<file path="config.mk">
export PLATFORM = sky130hd
export DESIGN_NAME = smsup_top
export DESIGN_NICKNAME = d
export VERILOG_FILES = /design/src/rtl/smsup_pkg.sv /design/src/rtl/smsup_quiet_timer.sv /design/src/rtl/smsup_mode_fsm.sv /design/src/rtl/smsup_top.sv
export SDC_FILE = /design/constraint.sdc
export NUM_CORES = 1
export LEC_CHECK = 0
export BUFFER_PORTS_ARGS = -buffer_cell sky130_fd_sc_hd__buf_2
export CAP_MARGIN = 10
export CORE_MARGIN = 8
export CORE_UTILIZATION = 45
export CTS_CLUSTER_SIZE = 30
export DETAILED_ROUTE_END_ITERATION = 16
export GPL_ROUTABILITY_DRIVEN = 0
export PLACE_DENSITY = 0.74
export SETUP_SLACK_MARGIN = 0.3
export SKIP_LAST_GASP = 1
export SLEW_MARGIN = 20
export SYNTH_ARGS = -nofsm -noshare
export SYNTH_HDL_FRONTEND = slang
export SYNTH_SLANG_ARGS = --single-unit
export TNS_END_PERCENT = 20
</file>
<file path="constraint.sdc">
create_clock -name clk -period 6.1 [get_ports clk]
set_clock_uncertainty 0.2 [all_clocks]
set_input_delay 0.915 -clock clk [delete_from_list [all_inputs] [get_ports clk]]
set_output_delay 0.915 -clock clk [all_outputs]
set_load 0.01 [all_outputs]
</file>
<file path="src/rtl/smsup_pkg.sv">
package smsup_pkg;

    typedef enum logic [2:0] {
        MD_STARTUP = 3'd0,
        MD_NORMAL  = 3'd1,
        MD_CONFIG  = 3'd2,
        MD_SUSPECT = 3'd3,
        MD_SAFE    = 3'd4
    } mode_t;

    function automatic logic mode_runs(input mode_t m);
        return (m == MD_NORMAL) || (m == MD_CONFIG);
    endfunction

endpackage

</file>
<file path="src/rtl/smsup_quiet_timer.sv">
module smsup_quiet_timer #(
    parameter int CNT_W = 16
) (
    input  logic             clk,
    input  logic             rst_n,
    input  logic             clr,
    input  logic             tick,
    input  logic [CNT_W-1:0] limit,
    output logic             expire
);

    localparam logic [CNT_W-1:0] CNT_MAX = {CNT_W{1'b1}};

    typedef struct packed {
        logic [CNT_W-1:0] cnt;
    } tmr_t;

    tmr_t            s_d, s_q;
    logic [CNT_W:0]  cnt_inc;

    always_comb begin
        s_d     = s_q;
        cnt_inc = {1'b0, s_q.cnt} + {{CNT_W{1'b0}}, 1'b1};
        expire  = tick && (cnt_inc >= {1'b0, limit});
        if (clr) begin
            s_d.cnt = '0;
        end else if (tick && (s_q.cnt != CNT_MAX)) begin
            s_d.cnt = cnt_inc[CNT_W-1:0];
        end
    end

    always_ff @(posedge clk or negedge rst_n) begin
        if (!rst_n) begin
            s_q <= '0;
        end else begin
            s_q <= s_d;
        end
    end

    AST_TIMER_CLEARED: assert property (@(posedge clk) disable iff (!rst_n)
        clr |=> (s_q.cnt == '0)) else $error("timer not cleared");
    AST_TIMER_HOLDS: assert property (@(posedge clk) disable iff (!rst_n)
        (!clr && !tick) |=> $stable(s_q.cnt)) else $error("timer moved idle");

endmodule

</file>
<file path="src/rtl/smsup_mode_fsm.sv">
module smsup_mode_fsm
    import smsup_pkg::*;
#(
    parameter int ERR_W = 4
) (
    input  logic             clk,
    input  logic             rst_n,
    input  logic             post_done,
    input  logic             post_pass,
    input  logic             cfg_req,
    input  logic             cfg_done,
    input  logic             err_valid,
    input  logic [ERR_W-1:0] err_code,
    input  logic             rst_done,
    input  logic             win_expire,
    output logic             win_clr,
    output logic             win_tick,
    output logic [2:0]       mode,
    output logic             restart_req,
    output logic             op_permit
);

    typedef struct packed {
        mode_t            mode;
        logic [ERR_W-1:0] held_code;
        logic             watching;
        logic             restart;
        logic             permit;
    } fsm_t;

    fsm_t s_d, s_q;
    logic same_err;

    always_comb begin
        s_d      = s_q;
        same_err = s_q.watching && (err_code == s_q.held_code);
        win_clr  = (s_q.mode == MD_SUSPECT);
        win_tick = s_q.watching && mode_runs(s_q.mode) && !err_valid;

        unique case (s_q.mode)
            MD_STARTUP: begin
                if (post_done) begin
                    s_d.mode = post_pass ? MD_NORMAL : MD_SAFE;
                end
            end
            MD_NORMAL, MD_CONFIG: begin
                if (err_valid) begin
                    if (same_err) begin
                        s_d.mode = MD_SAFE;
                    end else begin
                        s_d.mode      = MD_SUSPECT;
                        s_d.held_code = err_code;
                    end
                    s_d.watching = 1'b0;
                end else begin
                    if (win_expire) begin
                        s_d.watching = 1'b0;
                    end
                    if ((s_q.mode == MD_NORMAL) && cfg_req) begin
                        s_d.mode = MD_CONFIG;
                    end else if ((s_q.mode == MD_CONFIG) && cfg_done) begin
                        s_d.mode = MD_NORMAL;
                    end
                end
            end
            MD_SUSPECT: begin
                if (rst_done) begin
                    s_d.mode     = MD_NORMAL;
                    s_d.watching = 1'b1;
                end
            end
            default: begin
                s_d.mode = MD_SAFE;
            end
        endcase

        s_d.restart = (s_d.mode == MD_SUSPECT);
        s_d.permit  = mode_runs(s_d.mode);
    end

    always_ff @(posedge clk or negedge rst_n) begin
        if (!rst_n) begin
            s_q <= '{mode: MD_STARTUP, held_code: '0, watching: 1'b0,
                     restart: 1'b0, permit: 1'b0};
        end else begin
            s_q <= s_d;
        end
    end

    assign mode        = s_q.mode;
    assign restart_req = s_q.restart;
    assign op_permit   = s_q.permit;

    AST_STARTUP_FAIL_SAFE: assert property (@(posedge clk) disable iff (!rst_n)
        (s_q.mode == MD_STARTUP && post_done && !post_pass) |=> (s_q.mode == MD_SAFE))
        else $error("failed self-test not safe");
    AST_NORMAL_NEEDS_PASS: assert property (@(posedge clk) disable iff (!rst_n)
        (s_q.mode == MD_STARTUP && !(post_done && post_pass)) |=> (s_q.mode != MD_NORMAL))
        else $error("normal without pass");
    AST_SUSPECT_WAITS: assert property (@(posedge clk) disable iff (!rst_n)
        (s_q.mode == MD_SUSPECT && !rst_done) |=> (s_q.mode == MD_SUSPECT))
        else $error("suspect left early");
    AST_RESTART_IN_SUSPECT: assert property (@(posedge clk) disable iff (!rst_n)
        s_q.restart |-> (s_q.mode == MD_SUSPECT)) else $error("stray restart");
    AST_REPEAT_IS_SAFE: assert property (@(posedge clk) disable iff (!rst_n)
        (mode_runs(s_q.mode) && s_q.watching && err_valid && err_code == s_q.held_code)
        |=> (s_q.mode == MD_SAFE)) else $error("repeat error not safe");
    AST_CONFIG_FROM_NORMAL: assert property (@(posedge clk) disable iff (!rst_n)
        (s_q.mode != MD_NORMAL && s_q.mode != MD_CONFIG) |=> (s_q.mode != MD_CONFIG))
        else $error("config entered from wrong mode");
    AST_SAFE_ABSORBS: assert property (@(posedge clk) disable iff (!rst_n)
        (s_q.mode == MD_SAFE) |=> (s_q.mode == MD_SAFE && !s_q.permit && !s_q.restart))
        else $error("safe left");
    AST_PERMIT_MATCHES: assert property (@(posedge clk) disable iff (!rst_n)
        s_q.permit |-> mode_runs(s_q.mode)) else $error("permit in wrong mode");

endmodule

</file>
<file path="src/rtl/smsup_top.sv">
module smsup_top #(
    parameter int ERR_W = 4,
    parameter int CNT_W = 16
) (
    input  logic             clk,
    input  logic             rst_n,
    input  logic             post_done,
    input  logic             post_pass,
    input  logic             cfg_req,
    input  logic             cfg_done,
    input  logic             err_valid,
    input  logic [ERR_W-1:0] err_code,
    input  logic             rst_done,
    input  logic [CNT_W-1:0] quiet_limit,
    output logic [2:0]       mode,
    output logic             restart_req,
    output logic             op_permit
);

    logic win_clr, win_tick, win_expire;

    smsup_mode_fsm #(.ERR_W(ERR_W)) fsm_i (
        .clk         (clk),
        .rst_n       (rst_n),
        .post_done   (post_done),
        .post_pass   (post_pass),
        .cfg_req     (cfg_req),
        .cfg_done    (cfg_done),
        .err_valid   (err_valid),
        .err_code    (err_code),
        .rst_done    (rst_done),
        .win_expire  (win_expire),
        .win_clr     (win_clr),
        .win_tick    (win_tick),
        .mode        (mode),
        .restart_req (restart_req),
        .op_permit   (op_permit)
    );

    smsup_quiet_timer #(.CNT_W(CNT_W)) tmr_i (
        .clk    (clk),
        .rst_n  (rst_n),
        .clr    (win_clr),
        .tick   (win_tick),
        .limit  (quiet_limit),
        .expire (win_expire)
    );

endmodule

</file>
# [Word level (Yosys, flattened, before mapping)]
# Cells that the tools add are included.
[totals] register_bits=26 input_bits=28 word_cells=49
[classes] add_sub_neg=1 magnitude_cmp=1 n_eq_ne=10 n_mux=14 bitwise=1 reduce_logical=16
[op_table] op="16-bit two-way mux" count=2
[op_table] op="3-bit two-way mux" count=7
[op_table] op="16-bit by 1-bit adder with 17-bit output (second input constant)" count=1
[op_table] op="17-bit by 16-bit greater-or-equal comparator with 1-bit output" count=1
[op_table] op="16-bit != test (second input constant)" count=1
[op_table] op="3-bit by 2-bit equality test with 1-bit output (second input constant)" count=4
[op_table] op="3-bit one-hot mux with 3 select lines" count=1
[op_table] op="1-bit logical AND" count=7
[op_table] op="3-bit by 1-bit equality test with 1-bit output (second input constant)" count=2
[op_table] op="3-bit AND reduction" count=2
[op_table] op="4-bit equality test" count=1
[op_table] op="2-bit nonzero test" count=2
[op_table] op="3-bit logical NOT" count=1
[op_table] op="1-bit two-way mux" count=3
[op_table] op="3-bit by 2-bit != test with 1-bit output (second input constant)" count=1
[op_table] op="1-bit logical OR" count=2
[op_table] op="2-bit != test (second input constant)" count=1
[op_table] op="1-bit one-hot mux with 2 select lines" count=1
[op_table] op="2-bit OR reduction" count=1
[op_table] op="1-bit logical NOT" count=1
[op_table] op="1-bit inverter" count=1

# [Logic depth before layout (Yosys ltp)]
[depth] ltp_word=8 mapped_depth=12 mapped_depth_nobuf=11

# [Modules after synthesis]
# Synthesis repeated with hierarchy kept, for this count alone.
[hier_totals] hier_cells=236 hier_area_um2=2069.5
[by_module_without_submodules] module="smsup_quiet_timer" n_inst=1 cells_each=174 area_per_inst_um2=1451.4 seq_area_each_um2=400.4
[by_module_without_submodules] module="smsup_mode_fsm" n_inst=1 cells_each=62 area_per_inst_um2=618.1 seq_area_each_um2=250.2

# [Worst setup path after synthesis]
# OpenSTA, ideal clock, no wires.
[synth_timing] kind="reg-to-reg" start="reg tmr_i.s_q[6] (netlist bit)" end="reg fsm_i.s_q[2] (netlist bit)" setup_time_ns=0.083 arrival_time_ns=2.321 required_time_ns=5.817 setup_slack_ns=3.497 stages_incl_launch_ff=12 n_path_buf=1 synth_period_minus_slack_ns=2.603 path_cell_list="dfrtp_1 clkbuf_1 and4_1 nand4_1 or3_1 nand2_1 ha_1 nand4_1 nor2_1 a41oi_1 nand4_1 o21ai_0"
[synth_between] elab_chain_cells=5
[synth_lines] element="start: declaration" line="smsup_quiet_timer.sv:18" text="tmr_t s_d, s_q;"
[synth_lines] element="start signal: assignment" line="smsup_quiet_timer.sv:34" text="s_q <= '0;"
[synth_lines] element="start signal: assignment" line="smsup_quiet_timer.sv:36" text="s_q <= s_d;"
[synth_lines] element="16-bit by 1-bit adder with 17-bit output" line="smsup_quiet_timer.sv:23" text="cnt_inc = {1'b0, s_q.cnt} + {{CNT_W{1'b0}}, 1'b1};"
[synth_lines] element="17-bit by 16-bit greater-or-equal comparator with 1-bit output" line="smsup_quiet_timer.sv:24" text="expire = tick && (cnt_inc >= {1'b0, limit});"
[synth_lines] element="1-bit logical AND" line="smsup_quiet_timer.sv:24"
[synth_lines] element="3-bit by 2-bit != test with 1-bit output (no source line)"
[synth_lines] element="3-bit AND reduction (no source line)"
[synth_lines] element="end signal: assignment" line="smsup_mode_fsm.sv:83" text="s_q <= '{mode: MD_STARTUP, held_code: '0, watching: 1'b0,"
[synth_lines] element="end: declaration" line="smsup_mode_fsm.sv:31" text="fsm_t s_d, s_q;"
# Every way passes these cells.
# A chain may end at the register's enable or synchronous reset.

# [Final worst setup path]
[layout_timing] start="reg tmr_i.s_q[0] (netlist bit)" end="reg fsm_i.s_q[2] (netlist bit)"
# The elaborated chain is that of the path after synthesis.

==> results.toml <==
[status]
status = "finished, final reports clean"

[cts]
numCtsBuffers = 3
clkSinkCount = 26
hold_buffers = 0
clock_latency_ns = 0.27
cts.path.max_buffers = 2
cts_root_buf = "clkbuf_8"
clk_transition_reported_paths_ns = 0.10
postCtsResizedCells = 0
number_of_buffers_inserted_by_post_cts_setup_repair = 0
clock_tree.htree_level_count = 1
tritoncts = "built"

[yosys]
synthSimpleGateAreaFrac = 0.208
synth_compound_gate_area_share = 0.172
synth_area_leader_cell = "dfrtp_1"
post_synth_xor_area_fraction = 0.0576
synth-seq-area-share = 0.329
synth_top_area_share = 0.329
syn_avg_cell_area_um2 = 8.48
post_synth_adder_cell_area = 0.108
unique_masters_post_synth = 40
synth.cell_area_um2 = 1980
yosys_warnings = 0
synth_top_cells_by_area = "dfrtp_1, ha_1, inv_1"
flops_latches_synth = 26
syn_inst = 233
synth_top_family_by_area = "simple AND/OR/NAND/NOR gates"
synth.area.mux_share = 0.0380
nets_in_the_synthesized_netlist = 278

[sta]
fin_tns_setup_ns = 0
grt_setup_unrepaired = "no"
slew_headroom = 0.475
clock.fmax_mhz = 340
finalSetupViolCount = 0
final_period_util = 0.482
worst_pin_slew_ns = 0.780
slew_violations = 0
min_period_ns = 2.94
final-hold-violation-count = 0

[detailed_routing]
ant_nets = 0
detailedRoute.firstIterationViolations = 114
drt-pass1-iter-count = 4
via_per_inst = 5.64
via_count = 1738
route.detailed.drc = 0
wire_length_per_cell_um = 14.3
routed_wirelength_mm = 4.42

[worst_setup_path]
crit_path_class = "register to register"
worst_path_max_delay_cell = "dfrtp_1"
critPathTopFamily = "simple AND/OR/NAND/NOR gates"
path_max_fanout = 8
ordered_cell_list_for_the_critical_path = "ha_1, nand4_1, or3_1, nand2_1, ha_1, nand4_1, nor2_1, a41oi_1, nand4_1, o21ai_0"
crit_path_start_kind = "register"
worst_ep_arrival_time_ns = 2.94
critical_path.endpoint_type = "register"
crit_path_frequent_cell = "nand4_1"
delay_of_the_slowest_critical_path_stage_ns = 0.45
timing.critical_path.buf_inv = 0
cp_data_required_time_ns = 6.10

[floorplan]
number_of_core_rows = 24
initial_core_util = 0.460
die-width_um = 82.3
die_area_um2 = 6770
chipHeight_um = 82.3
fp.coreArea_um2 = 4290
io_pins = 33

[power_and_ir_drop]
pwr-share-seq = 0.452
switching_power_mw = 0.214
irDropWorstVdd_mv = 0.111
power.density_nw_per_um2 = 278
power.switching_fraction = 0.349
p_comb_frac = 0.311
p_int_mw = 0.399
clock_network_fraction_of_total_power = 0.236
report.power.total_mw = 0.614
power.static_leakage_nw = 1.10

[place]
placedCellCount = 304
postPlaceCellArea_um2 = 2130
dp_hpwl_mm = 3.35
portBuffers = 32

[finish]
antenna-diode-count = 0
nNetsFinal = 302
areaGrowthSynthToFinish_pct = 11.5
fin_cells = 308
final_core_util = 0.513
mostFrequentLayoutCells = "buf_2, inv_1, dfrtp_1"
mostFrequentLayoutCell = "buf_2"
n_fill_cell = 418
post_route_cells_drive_above_1_share = 0.180
postLayoutCellArea_um2 = 2200

[global_routing]
grt_start_max_net_pins = 27
grt_pass1_wl_mm = 7.48
first_global_vias = 1744
initial_antenna_violation_count = 0
globalRouteTotalUtil = 0.136
global_route.overflow_total = 0

[hold_path]
worstHoldPathType = "register to register"

[run]
cap_violations = 0
==> Yosys cell counts, drive strengths merged <==
master,n
nor2,10
nor3b,1
a211oi,2
o221ai,2
xor2,2
nor4,2
ha,17
nor3,4
a31oi,2
nand3,12
or4bb,1
buf,6
and3,8
o211a,1
o2bb2ai,1
o311ai,1
a31o,6
or3,8
a222oi,1
and2,1
nor2b,1
o211ai,3
a21o,3
nand2,17
inv,28
mux2,4
nand3b,1
mux2i,3
xnor2,11
a21oi,7
o31ai,2
dfrtp,26
a41oi,2
o22ai,1
nand4,11
o21ai,17
clkbuf,7
and4,1
==> power groups by stage <==
stage | clock [mW] | sequential (mW) | combinational [mW]
5_1_grt | 0.154 | 0.286 | 0.222
4_1_cts | 0.147 | 0.276 | 0.193
2_1_floorplan | 0 | 0.243 | 0.172
6_report | 0.145 | 0.277 | 0.191
3_3_place_gp | 0 | 0.277 | 0.189
3_5_place_dp | 0 | 0.280 | 0.191
==> cell families after synthesis <==
family                   count (synthesis)
flip-flops                              26
adder cells (fa/ha/maj)                 17
XOR/XNOR                                13
multiplexers                             7
buffers and inverters                   41
AND/OR/NAND/NOR                         78
AO/OA/AOI/OAI                           51
==> path summary, 6_finish.rpt <==
kind	startpoint	endpoint	slack [ns]	cells after the start
min	fsm_i.s_q[3]$_DFFE_PN0P_	fsm_i.s_q[3]$_DFFE_PN0P_	0.33	1
min reg2reg	fsm_i.s_q[3]$_DFFE_PN0P_	fsm_i.s_q[3]$_DFFE_PN0P_	0.33	1
min in group asynchronous	rst_n	tmr_i.s_q[4]$_DFFE_PN0P_	0.45	1
max in group asynchronous	rst_n	tmr_i.s_q[8]$_DFFE_PN0P_	4.86	1
max	tmr_i.s_q[0]$_DFFE_PN0P_	fsm_i.s_q[2]$_DFFE_PN0P_	3.16	10
max reg2reg	tmr_i.s_q[0]$_DFFE_PN0P_	fsm_i.s_q[2]$_DFFE_PN0P_	3.16	10
==> area by class of cell <==
cell class | instances | area (um2) | area share
tap | 52 | 65.1 | 0.0295
timing repair buffer | 32 | 160 | 0.0727
clock inverter | 1 | 30.0 | 0.0136
sequential | 26 | 651 | 0.295
clock buffer | 3 | 41.3 | 0.0187
inverter | 28 | 105 | 0.0477
multi-input combinational | 166 | 1150 | 0.522
==> worst reg2reg max path: cells and delay by family (launching register included) <==
| kind | cells | cell delay [ns] |
|---|---|---|
| compound gates | 2 | 0.44 |
| simple gates | 6 | 1.18 |
| fa+ha+maj | 2 | 0.60 |
| flops | 1 | 0.45 |
==> state kept, by name (all words and copies together), names as in the netlist <==
register / flops
fsm_i.op_permit: 1
fsm_i.restart_req: 1
tmr_i.s_q: 16
fsm_i.s_q: 5
fsm_i.mode: 3
==> stage by stage <==
step           setup slack, ns  hold WS (ns)
2_1_floorplan             3.50         0.279
3_3_place_gp              3.20         0.293
3_5_place_dp              3.16         0.302
4_1_cts                   3.18         0.325
5_1_grt                   2.79         0.340
6_report                  3.16         0.326
==> metal layers <==
metal  share of wire  vias to the layer above  GRT usage
met3           0.045                        2     0.0184
met5               0                        -          0
met1            0.50                      819      0.182
li1                -                      880          -
met2            0.45                       37      0.225
met4          0.0038                        0     0.0316
Note: power is estimated with default switching activity, not from simulation.
